## src/rtl/ata_tim_pkg.sv

```systemverilog
package ata_tim_pkg;

    localparam int TIM_BYTE_W = 8;
    localparam int TIM_CNT_W  = 5;

    typedef enum logic [1:0] {
        ST_IDLE,
        ST_SETUP,
        ST_ACTIVE,
        ST_RECOVER
    } tim_state_e;

    // nibble 0 stands for the longest strobe, 16 clocks
    function automatic logic [TIM_CNT_W-1:0] dec_active(input logic [3:0] nib);
        return (nib == 4'd0) ? TIM_CNT_W'(16) : TIM_CNT_W'(nib);
    endfunction

    // code 0 is 16 clocks, otherwise code+1 (code 15 also lands on 16)
    function automatic logic [TIM_CNT_W-1:0] dec_recovery(input logic [3:0] code);
        return (code == 4'd0) ? TIM_CNT_W'(16) : TIM_CNT_W'(code) + TIM_CNT_W'(1);
    endfunction

    function automatic logic [TIM_CNT_W-1:0] dec_setup(input logic [1:0] fld);
        logic [TIM_CNT_W-1:0] n;
        unique case (fld)
            2'b01:   n = TIM_CNT_W'(2);
            2'b10:   n = TIM_CNT_W'(3);
            2'b00:   n = TIM_CNT_W'(4);
            default: n = TIM_CNT_W'(5);
        endcase
        return n;
    endfunction

endpackage

```

## src/rtl/ata_tim_regs.sv

```systemverilog
module ata_tim_regs
    import ata_tim_pkg::*;
#(
    parameter int BYTE_W = TIM_BYTE_W,
    parameter int CNT_W  = TIM_CNT_W,
    parameter int ADDR_W = 2
) (
    input  logic              clk,
    input  logic              rst_n,
    input  logic              cfg_we,
    input  logic [ADDR_W-1:0] cfg_addr,
    input  logic [BYTE_W-1:0] cfg_wdata,
    input  logic              intr_set,
    input  logic              drive_sel,
    input  logic              shared_setup,
    output logic [CNT_W-1:0]  setup_cnt,
    output logic [CNT_W-1:0]  act_cnt,
    output logic [CNT_W-1:0]  rec_cnt,
    output logic              intr_pending
);

    localparam int NUM_DRV   = 2;
    localparam int FLAG_BIT  = 4;
    localparam int SET_LSB   = BYTE_W - 2;
    localparam logic [BYTE_W-1:0] DATA_RST = BYTE_W'(8'h3F);
    localparam logic [1:0]        SET_RST  = 2'b01;

    logic [BYTE_W-1:0] data_q [NUM_DRV];
    logic [1:0]        setf_q [NUM_DRV];

    genvar g;
    generate
        for (g = 0; g < NUM_DRV; g++) begin : g_drv
            always_ff @(posedge clk) begin
                if (!rst_n) begin
                    data_q[g] <= DATA_RST;
                    setf_q[g] <= SET_RST;
                end else if (cfg_we) begin
                    if (cfg_addr == ADDR_W'(g))
                        data_q[g] <= cfg_wdata;
                    if (cfg_addr == ADDR_W'(NUM_DRV + g))
                        setf_q[g] <= cfg_wdata[SET_LSB +: 2];
                end
            end
        end
    endgenerate

    logic clr_hit;
    assign clr_hit = cfg_we && (cfg_addr == ADDR_W'(NUM_DRV)) && cfg_wdata[FLAG_BIT];

    always_ff @(posedge clk) begin
        if (!rst_n)        intr_pending <= 1'b0;
        else if (intr_set) intr_pending <= 1'b1;
        else if (clr_hit)  intr_pending <= 1'b0;
    end

    logic [CNT_W-1:0] s0, s1;
    logic [BYTE_W-1:0] sel_data;

    always_comb begin
        s0       = CNT_W'(dec_setup(setf_q[0]));
        s1       = CNT_W'(dec_setup(setf_q[1]));
        sel_data = data_q[drive_sel];
        if (shared_setup) setup_cnt = s0;
        else              setup_cnt = (s0 > s1) ? s0 : s1;
        act_cnt  = CNT_W'(dec_active(sel_data[BYTE_W-1 -: 4]));
        rec_cnt  = CNT_W'(dec_recovery(sel_data[3:0]));
    end

    p_flag_set_r9: assert property (@(posedge clk) disable iff (!rst_n)
        intr_set |=> intr_pending);

    p_flag_hold_r9: assert property (@(posedge clk) disable iff (!rst_n)
        (cfg_we && cfg_addr == ADDR_W'(NUM_DRV) && !cfg_wdata[FLAG_BIT] && !intr_set)
        |=> (intr_pending == $past(intr_pending)));

    p_setup_range_r6: assert property (@(posedge clk) disable iff (!rst_n)
        (setup_cnt >= CNT_W'(2)) && (setup_cnt <= CNT_W'(5)));

endmodule

```

## src/rtl/ata_tim_seq.sv

```systemverilog
module ata_tim_seq
    import ata_tim_pkg::*;
#(
    parameter int CNT_W = TIM_CNT_W
) (
    input  logic             clk,
    input  logic             rst_n,
    input  logic             start,
    input  logic             is_write,
    input  logic [CNT_W-1:0] setup_cnt,
    input  logic [CNT_W-1:0] act_cnt,
    input  logic [CNT_W-1:0] rec_cnt,
    output logic             address_valid,
    output logic             rd_stb,
    output logic             wr_stb,
    output logic             done
);

    tim_state_e       state_q;
    logic [CNT_W-1:0] cnt_q, act_q, rec_q;
    logic             wr_q;
    logic             last;

    assign last = (cnt_q == '0);

    // state register and phase counters
    always_ff @(posedge clk) begin
        if (!rst_n) begin
            state_q <= ST_IDLE;
            cnt_q   <= '0;
            act_q   <= '0;
            rec_q   <= '0;
            wr_q    <= 1'b0;
        end else begin
            unique case (state_q)
                ST_IDLE: if (start) begin
                    state_q <= ST_SETUP;
                    cnt_q   <= setup_cnt - CNT_W'(1);
                    act_q   <= act_cnt;
                    rec_q   <= rec_cnt;
                    wr_q    <= is_write;
                end
                ST_SETUP: if (last) begin
                    state_q <= ST_ACTIVE;
                    cnt_q   <= act_q - CNT_W'(1);
                end else cnt_q <= cnt_q - CNT_W'(1);
                ST_ACTIVE: if (last) begin
                    state_q <= ST_RECOVER;
                    cnt_q   <= rec_q - CNT_W'(1);
                end else cnt_q <= cnt_q - CNT_W'(1);
                ST_RECOVER: if (last) state_q <= ST_IDLE;
                            else      cnt_q   <= cnt_q - CNT_W'(1);
                default: state_q <= ST_IDLE;
            endcase
        end
    end

    // outputs decoded from state
    always_comb begin
        address_valid = 1'b0;
        rd_stb        = 1'b0;
        wr_stb        = 1'b0;
        done          = 1'b0;
        unique case (state_q)
            ST_IDLE:    ;
            ST_SETUP:   address_valid = 1'b1;
            ST_ACTIVE: begin
                address_valid = 1'b1;
                rd_stb        = !wr_q;
                wr_stb        = wr_q;
            end
            ST_RECOVER: begin
                address_valid = 1'b1;
                done          = last;
            end
            default: ;
        endcase
    end

    p_one_strobe_r3: assert property (@(posedge clk) disable iff (!rst_n)
        !(rd_stb && wr_stb));

    p_strobe_in_window_r2: assert property (@(posedge clk) disable iff (!rst_n)
        (rd_stb || wr_stb) |-> address_valid);

    p_done_single_r10: assert property (@(posedge clk) disable iff (!rst_n)
        done |=> (!done && !address_valid));

    p_latch_stable_r11: assert property (@(posedge clk) disable iff (!rst_n)
        (state_q != ST_IDLE && $past(state_q) != ST_IDLE)
        |-> ($stable(act_q) && $stable(rec_q) && $stable(wr_q)));

endmodule

```

## src/rtl/ata_pio_timer.sv

```systemverilog
module ata_pio_timer
    import ata_tim_pkg::*;
#(
    parameter int BYTE_W = TIM_BYTE_W,
    parameter int CNT_W  = TIM_CNT_W,
    parameter int ADDR_W = 2
) (
    input  logic              clk,
    input  logic              rst_n,
    input  logic              start,
    input  logic              drive_sel,
    input  logic              is_write,
    input  logic              shared_setup,
    input  logic              cfg_we,
    input  logic [ADDR_W-1:0] cfg_addr,
    input  logic [BYTE_W-1:0] cfg_wdata,
    input  logic              intr_set,
    output logic              address_valid,
    output logic              rd_stb,
    output logic              wr_stb,
    output logic              done,
    output logic              intr_pending
);

    logic [CNT_W-1:0] setup_cnt, act_cnt, rec_cnt;

    ata_tim_regs #(.BYTE_W(BYTE_W), .CNT_W(CNT_W), .ADDR_W(ADDR_W)) u_regs (
        .clk          (clk),
        .rst_n        (rst_n),
        .cfg_we       (cfg_we),
        .cfg_addr     (cfg_addr),
        .cfg_wdata    (cfg_wdata),
        .intr_set     (intr_set),
        .drive_sel    (drive_sel),
        .shared_setup (shared_setup),
        .setup_cnt    (setup_cnt),
        .act_cnt      (act_cnt),
        .rec_cnt      (rec_cnt),
        .intr_pending (intr_pending)
    );

    ata_tim_seq #(.CNT_W(CNT_W)) u_seq (
        .clk           (clk),
        .rst_n         (rst_n),
        .start         (start),
        .is_write      (is_write),
        .setup_cnt     (setup_cnt),
        .act_cnt       (act_cnt),
        .rec_cnt       (rec_cnt),
        .address_valid (address_valid),
        .rd_stb        (rd_stb),
        .wr_stb        (wr_stb),
        .done          (done)
    );

endmodule

```

## config.mk

```make
export PLATFORM = sky130hd
export DESIGN_NAME = ata_pio_timer
export DESIGN_NICKNAME = d
export VERILOG_FILES = /design/src/rtl/ata_tim_pkg.sv /design/src/rtl/ata_tim_regs.sv /design/src/rtl/ata_tim_seq.sv /design/src/rtl/ata_pio_timer.sv
export SDC_FILE = /design/constraint.sdc
export NUM_CORES = 1
export LEC_CHECK = 0
export BUFFER_PORTS_ARGS = -buffer_cell sky130_fd_sc_hd__buf_4
export CORE_MARGIN = 2
export CORE_UTILIZATION = 49
export CTS_CLUSTER_DIAMETER = 80
export DETAILED_ROUTE_END_ITERATION = 8
export PLACE_DENSITY = 0.67
export SLEW_MARGIN = 20
export SYNTH_ARGS = -nofsm -noshare
export SYNTH_HDL_FRONTEND = slang
export SYNTH_SLANG_ARGS = --single-unit
```

## constraint.sdc

```tcl
create_clock -name clk -period 3.9 [get_ports clk]
set_clock_uncertainty 0.1 [all_clocks]
set_input_delay 1.17 -clock clk [delete_from_list [all_inputs] [get_ports clk]]
set_output_delay 1.17 -clock clk [all_outputs]
set_load 0.01 [all_outputs]
```

==> results of run 1 <==
## how the worst max path moves through the flow
stage,slack (ns),startpoint,cells past startpoint,endpoint
3_5_place_dp,0.79,shared_setup,11,u_seq.cnt_q[4]
2_1_floorplan,1.01,shared_setup,10,u_seq.cnt_q[4]
5_1_grt,0.66,u_seq.cnt_q[0],6,done
3_3_place_gp,0.84,shared_setup,11,u_seq.cnt_q[4]
4_1_cts,0.85,u_seq.cnt_q[0],6,done
6_report,0.87,u_seq.cnt_q[0],6,done
## critical path: stages (launching register included)
cell and delay (ns):
dfxtp_1 0.35, inv_1 0.09, ha_1 0.18, nor4b_1 0.46, nand2_1 0.17, inv_1 0.10
buf_4 0.12
## cell families after synthesis
kind of cell | count (synthesis) | synth area share (%)
buf+inv | 34 | 6.02
simple gates | 94 | 20.8
mux | 10 | 4.24
compound gates | 47 | 13.4
xor+xnor | 11 | 4.03
flops | 39 | 41.0
fa+ha+maj | 20 | 10.5
## registers in the layout, indices dropped and copies added (netlist names)
signal,count
u_seq.act_q,5
u_seq.cnt_q,5
u_regs.setf_q,4
u_regs.intr_pending,1
u_seq.rec_q,5
u_seq.state_q,2
u_regs.data_q,16
u_seq.wr_q,1
## synthesized netlist by cell type, drive strengths merged, types with 2 or more instances
library cell / n / area (um2)
inv: 25 / 93.8
nand2: 25 / 93.8
edfxtp: 20 / 601
ha: 20 / 250
dfxtp: 19 / 380
nor2: 14 / 52.6
a21oi: 13 / 76.3
o21ai: 10 / 50.1
mux2i: 9 / 90.1
nand2b: 9 / 56.3
a22oi: 7 / 52.6
nor2b: 7 / 43.8
nor3: 7 / 35.0
or2: 7 / 43.8
xor2: 7 / 61.3
clkbuf: 6 / 22.5
and2: 5 / 31.3
nand3: 5 / 25.0
nor3b: 4 / 30.0
o211a: 4 / 40.0
xnor2: 4 / 35.0
a21boi: 3 / 22.5
buf: 3 / 27.5
nand4: 3 / 18.8
o221ai: 3 / 26.3
a31oi: 2 / 12.5
and3: 2 / 12.5
o22ai: 2 / 12.5
## layout make-up
type / instances / area share [%]
inverters: 25 / 3.45
clock buffers: 5 / 2.53
well taps: 67 / 3.09
flip-flops and latches: 39 / 36.1
multi-input cells: 182 / 46.6
clock inverters: 3 / 1.61
repair buffers: 24 / 6.63
## where the power goes
part | leakage, nW | total (mW) | internal, mW | switching (mW)
combinational | 0.764 | 0.714 | 0.319 | 0.395
clock | 0.0543 | 0.331 | 0.190 | 0.142
sequential | 0.354 | 0.572 | 0.506 | 0.0657
## stage by stage
stage                     instance area [um2]  cells  util [%]  setup slack (ns)
final                                    2720    345      57.5             0.874
after global routing                     2720    345      57.5             0.657
after CTS                                2720    345      57.5             0.849
after detailed placement                 2600    337      55.1             0.786
after global placement                   2600    337      55.1             0.842
after floorplan                          2390    255         -              1.01
## per-layer routing
layer / track usage (%) / share of wire (%) / vias to the layer above
met5: 0 / 0 / -
met4: 6.26 / 1.7 / 0
met3: 4.66 / 3.3 / 7
met2: 29.2 / 47 / 25
met1: 21.3 / 48 / 816
li1: - / - / 930
==> impl_metrics.env, run 1 <==
export IMPL_outcome="finished clean"
export IMPL_finalNetCount=315
export IMPL_core_area_mm2=0.00472
export IMPL_post_dp_hpwl_um=3130
export IMPL_cts_sinks=39
export IMPL_register_area_um2=981
export IMPL_syn_area_mm2=0.00239
export IMPL_total_power_mw=1.62
export IMPL_yosysUniqueCellTypes=41
export IMPL_final_period_utilization_pct=77.6
export IMPL_clock_fmax_ghz=0.330
export IMPL_synth_main_ff_cell="edfxtp_1"
export IMPL_grt_antenna_before_repair=0
export IMPL_layout_min_cycle_time_ns=3.03
export IMPL_gp_congestion=0.839
export IMPL_grt_overflow_total=0
export IMPL_syn_num_nets=293
export IMPL_p_leak_nw=1.17
export IMPL_cts_root_buf="clkbuf_8"
export IMPL_drv_cap=0
export IMPL_clk_path_buf_depth=2
export IMPL_hold_violations=0
export IMPL_grt_pass1_vias=1672
export IMPL_hold_ws_ns=0.377
export IMPL_synth_avg_cell_area_um2=9.37
export IMPL_async_flop_share_pct=0
export IMPL_grt_max_degree=30
export IMPL_multi_input_area_mm2=0.00126
export IMPL_antenna_left=0
export IMPL_numCtsBuffers=5
export IMPL_drtIter0Drc=84
export IMPL_drt_wl_total_um=4100
export IMPL_path_clk_slew_ns=0.08
export IMPL_num_vias=1778
export IMPL_dieArea_mm2=0.00545
export IMPL_path_class="register to output pin"
export IMPL_vias_per_cell=5.15
export IMPL_final_cell_mix="inv_1, nand2_1, buf_4, ha_1, edfxtp_1"
export IMPL_htree_levels=2
export IMPL_firstDrtPassIters=4
export IMPL_tightest_slew_ns=0.906
export IMPL_finalSetupViolations=0
export IMPL_maxSlewHeadroom_pct=39.5
export IMPL_area_growth_pct=13.7
export IMPL_ys_seq_elements=39
export IMPL_drv_slew=0
export IMPL_crit_fanout=4
export IMPL_grt_pass1_wl_um=7180
export IMPL_irDropWorstVdd_uv=227
export IMPL_reg2reg_depth=13
export IMPL_cts_tree="built"
export IMPL_power_density_mw_per_mm2=595
export IMPL_grt_setup_unrepaired="no"
export IMPL_synth_edf_count=20
export IMPL_hold_start="u_seq.wr_q"
export IMPL_io_pins=23
export IMPL_hold_class="register to register"
export IMPL_portBuffers=22
export IMPL_initial_utilization_pct=50.6
export IMPL_die_w_um=73.8
export IMPL_final_layout_size_suffix_gt1_share_pct=15.1
export IMPL_fillCellCount=467
export IMPL_avgRoutedWirePerCell_um=11.9
export IMPL_row_count=25
export IMPL_endpoint_kind="output pin"
export IMPL_synth_cells=255
export IMPL_r2r_end="u_seq.cnt_q[4]"
export IMPL_insertion_delay_ns=0.29
export IMPL_yosys_warnings=0
export IMPL_hold_depth=2
export IMPL_worst_ep_required_time_ns=2.63
export IMPL_arrival_ns=1.76
export IMPL_diodes=0
export IMPL_r2r_setup_slack_ns=0.93
export IMPL_drc=0
export IMPL_cts_resized=0
export IMPL_track_usage_pct=17.4
export IMPL_tns_ns=0
export IMPL_cp_start_kind="register"
export IMPL_die_h_um=73.8
export IMPL_ctsHoldBuffers=0
export IMPL_ys_seq_area_share_pct=41.0
export IMPL_post_cts_buffers=0
export IMPL_hold_path_end="u_seq.wr_q"
export IMPL_reg2reg_from="u_regs.setf_q[0][1]"
(Power assumes the default switching activity.)
==> run 2: changes to the inputs <==
clock period = 3.1 ns   (was 3.9 ns; I/O delays follow)
==> impl_metrics.env, run 2 (same netlist as run 1, synthesis figures left out) <==
export IMPL_outcome="finished clean"
export IMPL_grt_pass1_wl_um=6930
export IMPL_register_area_um2=981
export IMPL_die_h_um=73.8
export IMPL_endpoint_kind="register"
export IMPL_vias_per_cell=5.08
export IMPL_drt_wl_total_um=4200
export IMPL_drc=0
export IMPL_hold_class="register to register"
export IMPL_final_cells=346
export IMPL_irDropWorstVdd_uv=276
export IMPL_maxSlewHeadroom_pct=64.8
export IMPL_r2r_setup_slack_ns=0.15
export IMPL_cts_root_buf="clkbuf_8"
export IMPL_arrival_ns=3.04
export IMPL_grt_overflow_total=0
export IMPL_finalSetupViolations=0
export IMPL_grt_max_degree=30
export IMPL_drv_cap=0
export IMPL_grt_antenna_before_repair=0
export IMPL_path_clk_slew_ns=0.08
export IMPL_post_dp_hpwl_um=3130
export IMPL_row_count=25
export IMPL_worst_ep_required_time_ns=3.19
export IMPL_drv_slew=0
export IMPL_final_cell_mix="inv_1, nand2_1, buf_4, ha_1, edfxtp_1"
export IMPL_grt_pass1_vias=1630
export IMPL_grt_setup_unrepaired="no"
export IMPL_firstDrtPassIters=4
export IMPL_htree_levels=2
export IMPL_clock_fmax_ghz=0.339
export IMPL_clk_path_buf_depth=2
export IMPL_multi_input_area_mm2=0.00127
export IMPL_p_clk_share_pct=17.1
export IMPL_largest_reg_flops=16
export IMPL_tns_ns=0
export IMPL_cp_start_kind="register"
export IMPL_dieArea_mm2=0.00545
export IMPL_switching_share_pct=38.9
export IMPL_numCtsBuffers=5
export IMPL_antenna_left=0
export IMPL_regMostFlops="u_regs.data_q"
export IMPL_final_period_utilization_pct=95.0
export IMPL_diodes=0
export IMPL_portBuffers=22
export IMPL_cts_tree="built"
export IMPL_crit_fanout=5
export IMPL_post_cts_buffers=0
export IMPL_initial_utilization_pct=50.6
export IMPL_core_area_mm2=0.00472
export IMPL_io_pins=23
export IMPL_hold_violations=0
export IMPL_avgRoutedWirePerCell_um=12.1
export IMPL_dp_cells=338
export IMPL_final_layout_size_suffix_gt1_share_pct=16.1
export IMPL_tightest_slew_ns=0.520
export IMPL_drtIter0Drc=62
export IMPL_num_vias=1757
export IMPL_cts_sinks=39
export IMPL_track_usage_pct=16.8
export IMPL_power_density_mw_per_mm2=722
export IMPL_p_leak_nw=1.16
export IMPL_insertion_delay_ns=0.29
export IMPL_power_net_switching_uw=760
export IMPL_die_w_um=73.8
export IMPL_power_share_combinational_pct=46.2
export IMPL_layout_min_cycle_time_ns=2.95
export IMPL_internal_power_mw=1.20
export IMPL_area_growth_pct=13.4
export IMPL_path_class="register to register"
export IMPL_sequentialPowerShare_pct=36.7
export IMPL_fillCellCount=447
export IMPL_finalNetCount=316
export IMPL_gp_congestion=0.857
-- run 2: stage by stage --
| step | power, mW | setup WS (ns) | utilization (%) | area (um2) | hold slack (ns) |
|---|---|---|---|---|---|
| floorplan | 1.45 | 0.308 | - | 2390 | 0.352 |
| global placement | 1.62 | 0.194 | 55.3 | 2610 | 0.365 |
| detailed placement | 1.63 | 0.0756 | 55.3 | 2610 | 0.370 |
| CTS | 1.97 | 0.0841 | 57.2 | 2700 | 0.380 |
| global route | 2.12 | 0.00674 | 57.4 | 2710 | 0.405 |
| finish | 1.96 | 0.154 | 57.4 | 2710 | 0.378 |
-- run 2: final cells by class --
type                            count  share of cell area, %
Timing Repair Buffer               25                   6.93
Multi-Input combinational cell    182                   47.0
Sequential cell                    39                   36.2
Clock buffer                        5                   2.54
Tap cell                           67                   3.09
Inverter                           25                   3.46
Clock inverter                      3                  0.739
-- run 2: worst paths after layout --
check                       from             end  cells after the start
max reg2reg  u_regs.setf_q[0][1]  u_seq.cnt_q[4]                     13
max          u_regs.setf_q[0][1]  u_seq.cnt_q[4]                     13
min reg2reg           u_seq.wr_q      u_seq.wr_q                      2
min                   u_seq.wr_q      u_seq.wr_q                      2
-- run 2: what timing repair did --
| item | 4_1_cts | 5_1_grt |
|---|---|---|
| setup endpoints to repair | 0 | 1 |
| gates resized for setup | 0 | 2 |
| hold buffers | 0 | 0 |
-- run 2: metal layers --
metal	wire length, um	global-route usage, %
met3	131	3.29
met1	1980	20.6
met2	1990	28.3
met4	87	7.88
met5	0	0
-- run 2: worst max-delay path: stages (launching register included) --
cell and delay, ns:
edfxtp_1 0.40, ha_1 0.38, inv_1 0.06, ha_1 0.30
and4b_1 0.22, a21oi_2 0.17, mux2_2 0.38, ha_1 0.18
ha_1 0.17, inv_1 0.05, a21oi_1 0.05, a22oi_1 0.16
a21oi_1 0.05, and3_1 0.18
-- run 2: power groups by stage --
stage / Clock [mW] / Sequential, mW / Combinational, mW
final: 0.335 / 0.718 / 0.903
after global routing: 0.363 / 0.731 / 1.03
after CTS: 0.346 / 0.717 / 0.903
after detailed placement: 0 / 0.729 / 0.900
after global placement: 0 / 0.728 / 0.888
after floorplan: 0 / 0.704 / 0.748
